**config.mk**
```make
export PLATFORM = sky130hd
export DESIGN_NAME = seq_state_capture
export DESIGN_NICKNAME = d
export VERILOG_FILES = /design/src/rtl/seq_state_capture.sv
export SDC_FILE = /design/constraint.sdc
export NUM_CORES = 1
export LEC_CHECK = 0
export BUFFER_PORTS_ARGS = -buffer_cell sky130_fd_sc_hd__buf_2
export CORE_UTILIZATION = 39
export CTS_BUF_LIST = sky130_fd_sc_hd__clkbuf_4
export DETAILED_ROUTE_END_ITERATION = 10
export HOLD_SLACK_MARGIN = 0.15
export PLACE_DENSITY = 0.81
export SLEW_MARGIN = 25
export SYNTH_ARGS = -nofsm -noshare
export SYNTH_HDL_FRONTEND = slang
export SYNTH_SLANG_ARGS = --single-unit
```
**constraint.sdc**
```tcl
create_clock -name clk -period 1.78 [get_ports clk]
set_input_delay 0 -clock clk [delete_from_list [all_inputs] [get_ports clk]]
set_output_delay 0 -clock clk [all_outputs]
set_load 0.02 [all_outputs]
```
**src/rtl/seq_state_capture.sv**
```systemverilog
module seq_state_capture #(
  parameter int BUS_W  = 16,
  parameter int MEM_AW = 3
) (
  input  logic              clk,
  input  logic              rst_n,
  input  logic              arm,
  input  logic              mode_seq,
  input  logic              edge_sel,
  input  logic              sut_clk,
  input  logic              mreq_n,
  input  logic              rd_n,
  input  logic              wr_n,
  input  logic [BUS_W-1:0]  bus,
  input  logic [BUS_W-1:0]  start_pat,
  input  logic [BUS_W-1:0]  start_mask,
  input  logic [BUS_W-1:0]  end_pat,
  input  logic [BUS_W-1:0]  end_mask,
  output logic              cap_we,
  output logic [MEM_AW-1:0] cap_addr,
  output logic [BUS_W:0]    cap_wdata,
  output logic [1:0]        stage
);

  localparam logic [1:0] ST_IDLE  = 2'd0;
  localparam logic [1:0] ST_ARMED = 2'd1;
  localparam logic [1:0] ST_STORE = 2'd2;
  localparam logic [1:0] ST_DONE  = 2'd3;

  logic             smp_clk, smp_prev, smp_mreq_n, smp_rd_n, smp_wr_n;
  logic [BUS_W-1:0] smp_bus;
  logic [MEM_AW-1:0] cnt;
  logic             seq_r;

  logic edge_seen, qual, is_data, start_hit, end_hit, store, finish;

  assign edge_seen = edge_sel ? (smp_prev & ~smp_clk) : (~smp_prev & smp_clk);
  assign qual      = edge_seen & ~smp_mreq_n;
  assign is_data   = ~smp_rd_n | ~smp_wr_n;
  assign start_hit = qual & (((smp_bus ^ start_pat) & ~start_mask) == '0) & (~seq_r | ~is_data);
  assign end_hit   = qual & ~is_data & (((smp_bus ^ end_pat) & ~end_mask) == '0);
  assign store     = ((stage == ST_ARMED) & start_hit) | ((stage == ST_STORE) & qual);
  assign finish    = (&cnt) | ((stage == ST_STORE) & seq_r & end_hit);

  always_ff @(posedge clk) begin
    if (!rst_n) begin
      smp_clk    <= 1'b0;
      smp_prev   <= 1'b0;
      smp_mreq_n <= 1'b1;
      smp_rd_n   <= 1'b1;
      smp_wr_n   <= 1'b1;
      smp_bus    <= '0;
      cnt        <= '0;
      seq_r      <= 1'b0;
      stage      <= ST_IDLE;
      cap_we     <= 1'b0;
      cap_addr   <= '0;
      cap_wdata  <= '0;
    end else begin
      smp_clk    <= sut_clk;
      smp_prev   <= smp_clk;
      smp_mreq_n <= mreq_n;
      smp_rd_n   <= rd_n;
      smp_wr_n   <= wr_n;
      smp_bus    <= bus;
      cap_we     <= 1'b0;
      if (arm) begin
        stage <= ST_ARMED;
        cnt   <= '0;
        seq_r <= mode_seq;
      end else if (store) begin
        cap_we    <= 1'b1;
        cap_addr  <= cnt;
        cap_wdata <= {is_data, smp_bus};
        cnt       <= cnt + 1'b1;
        stage     <= finish ? ST_DONE : ST_STORE;
      end
    end
  end

endmodule

```
==> impl_metrics.yaml <==
cells_and_area:
  nFillCells: 427
  layout-drive-gt1-share_pct: 41.4
  num_antenna_cells: 0
  areaGrowthSynthToFinish_pct: 55.3
  fin_util_pct: 64.2
  nets: 481
place:
  dp_hpwl_um: 4910
  io_buffers: 111
  gp_congestion: 0.839
sta:
  fin_crit_sh_pct: 102
  rsz0062_at_grt: "yes"
  worst_pin_slew_ns: 0.509
  setup_viol: 20
  slew_viol_final: 0
  finalWorstSetupSlack_ns: -0.0426
  finalSetupTns_ns: -0.491
  slew_headroom_pct: 66.1
  fin_skew_ns: 0.00970
  clock.fmax_mhz: 549
  hold_ws_ns: 0.302
  min_period_ns: 1.82
  hold_viol_final: 0
pwr:
  vdd_drop_max_uv: 329
  intPower_w: 0.00150
  clockPowerShare_pct: 24.4
  power_density_nw_per_um2: 601
  combPwrFrac_pct: 19.7
  switching_power_w: 0.000514
  p_leak_nw: 1.49
  p_sw_share_pct: 25.5
  seq_power_share_pct: 55.9
grt:
  track_usage_pct: 22.5
  grt_pass1_wl_um: 10200
  grt_pass1_vias: 2290
  grt.overflow.total: 0
  grt_max_degree: 31
  antenna_found_initial: 0
synth:
  syn_nets: 318
  synth_area_um2: 2160
  ys_seq_area_share_pct: 44.4
  synth_area_leaders: "dfxtp_1 44%, xnor2_1 13%, mux2i_1 9.7%"
  postSynth.topFlopCell: "dfxtp_1"
  synth_area_leader_cell: "dfxtp_1"
  synth_cells: 227
  yosysWarnings: 0
  yosysTopAreaCellShare_pct: 44.4
  ys_async_sr_fraction_pct: 0
  synth_cell_types: 32
  avgSynthCellArea_um2: 9.53
  synth_edf_count: 0
  ys_seq_elements: 48
die:
  num_rows: 26
  initial_core_util_pct: 41.3
  dieWidth_um: 76.5
  io_pins: 112
  dieArea_um2: 5850
  core-area_um2: 5240
  fp.dieH_um: 76.5
setup_path:
  cp.arrival_ns: 2.11
  path_cells: "nor3b_4 > o22ai_2 > nor4_4 > nand4_2 > a21oi_4 > buf_6 > mux2i_1"
  cp_data_required_time_ns: 2.07
  cp-start-kind: "flop"
  cpPeakStageDelay_ns: 0.36
  critical_path_class: "reg2reg"
  cp_max_fo: 8
  worstSetupStartpoint: "smp_prev"
  cpMaxStageDelayCell: "dfxtp_2"
  worstSetupEndpointType: "flop"
  r2r-start: "smp_prev"
detailed_routing:
  drt_wl_total_um: 6430
  route.detailed.drc: 0
  drtPass1Iterations: 5
  vias: 2210
  postRouteAntennaNets: 0
  wl_per_cell_um: 13.9
  drtIter0Drc: 71
  via_per_inst: 4.79
clock_tree:
  clock_sinks: 48
  htree_levels: 2
  cts_inserted_buffers: 5
  cts_max_path_buffers: 2
  root_buffer: "clkbuf_4"
  clock_latency_ns: 0.35
  clk_pin_slew_worst_paths_ns: 0.12
  tritoncts: "yes"
status:
  failed_checks: "negative setup slack"
  outcome: "finished, violations left"
min_path:
  holdCritStartpoint: "start_mask[5]"
  min_path_type: "in2reg"
flow_run:
  drv_cap: 0
## stage by stage
| step | std cells | area (um^2) | setup slack, ns | power, W |
|---|---|---|---|---|
| after floorplan | 227 | 2180 | 0.0345 | 0.00130 |
| after global placement | 419 | 2920 | -0.0100 | 0.00147 |
| after detailed placement | 419 | 2920 | -0.121 | 0.00148 |
| after CTS | 459 | 3330 | -0.0683 | 0.00203 |
| after global routing | 461 | 3360 | -0.133 | 0.00213 |
| final | 461 | 3360 | -0.0426 | 0.00202 |
## power by group through the flow
stage                     registers, W  clock network (W)  logic, W
after floorplan                0.00115                  0  0.000153
after global placement         0.00115                  0  0.000319
after detailed placement       0.00115                  0  0.000327
after CTS                      0.00113           0.000510  0.000390
after global routing           0.00113           0.000561  0.000432
final                          0.00113           0.000492  0.000398
## critical path, delay by kind of cell (launching register included)
family	cells	cell delay, ns
simple gates	3	0.69
flops	1	0.36
buf+inv	1	0.18
compound gates	2	0.34
mux	1	0.19
## synth_stat cells (2+ instances only)
cell	number
a21oi_1	3
and2_1	19
buf_6	2
clkbuf_1	7
dfxtp_1	48
ha_1	2
mux2i_1	21
nand2_1	41
nand2b_1	4
nand3_1	2
nor2_1	10
nor3_1	2
nor4_1	2
o21ai_0	2
o22ai_1	14
xnor2_1	32
## timing repair
| item | 4_1_cts | 5_1_grt |
|---|---|---|
| resized for setup | 11 | 5 |
| pin swaps | 3 | 4 |
| endpoints found under the setup margin | 22 | 23 |
| hold endpoints to repair | 43 | 0 |
| setup buffers | 2 | 2 |
| hold buffers | 30 | 0 |
## final timing paths
path	end	cells after the start	slack, ns
worst min register to register	cap_wdata[1]	2	0.46
worst max register to register	cap_wdata[16]	7	-0.04
worst max-delay path	cap_wdata[16]	7	-0.04
worst min-delay path	stage[1]	6	0.30
## cells in the final DEF, fill, tap and decap left out, types with 3 or more instances in the layout
cell type	n
buf_4	22
nor2_1	8
o22ai_1	13
a21oi_1	3
dlygate4sd3_1	30
mux2i_1	21
and2_1	19
clkbuf_4	6
xnor2_1	30
nand2_1	40
dfxtp_2	5
dfxtp_1	42
buf_2	111
nand2b_1	4
## flip-flops by register name (all words and copies together) (netlist names)
signal,count
cap_we,1
smp_wr_n,1
cnt,3
smp_prev,1
cap_addr,3
smp_clk,1
smp_bus,16
smp_mreq_n,1
cap_wdata,17
stage,2
smp_rd_n,1
seq_r,1
## cell families (layout without fill, tap and decap cells)
family / after synthesis / after routing / synth area share, %
multiplexers: 21 / 21 / 9.72
AND/OR/NAND/NOR: 86 / 86 / 20.4
XOR/XNOR: 32 / 32 / 13.0
adder cells (fa/ha/maj): 2 / 2 / 1.16
AO/OA/AOI/OAI: 28 / 28 / 8.96
buffers and inverters: 10 / 174 / 2.43
flip-flops: 48 / 48 / 44.4
## layout make-up
class	count	area (um^2)	share of cell area, %
Clock buffer	6	45.0	1.34
Clock inverter	2	10.0	0.298
Inverter	1	3.75	0.112
Multi-Input combinational cell	169	1200	35.7
Sequential cell	48	971	28.9
Tap cell	70	87.6	2.61
Timing Repair Buffer	165	1040	31.0
## per-layer routing
| metal | part of all wire [%] | up-vias | global-route usage [%] |
|---|---|---|---|
| met5 | 0 | - | 0 |
| met4 | 3.8 | 0 | 10.8 |
| met3 | 5.6 | 25 | 6.23 |
| met2 | 52 | 92 | 43.2 |
| met1 | 39 | 990 | 21.9 |
| li1 | - | 1103 | - |
Power figures use the tool's default switching activity.
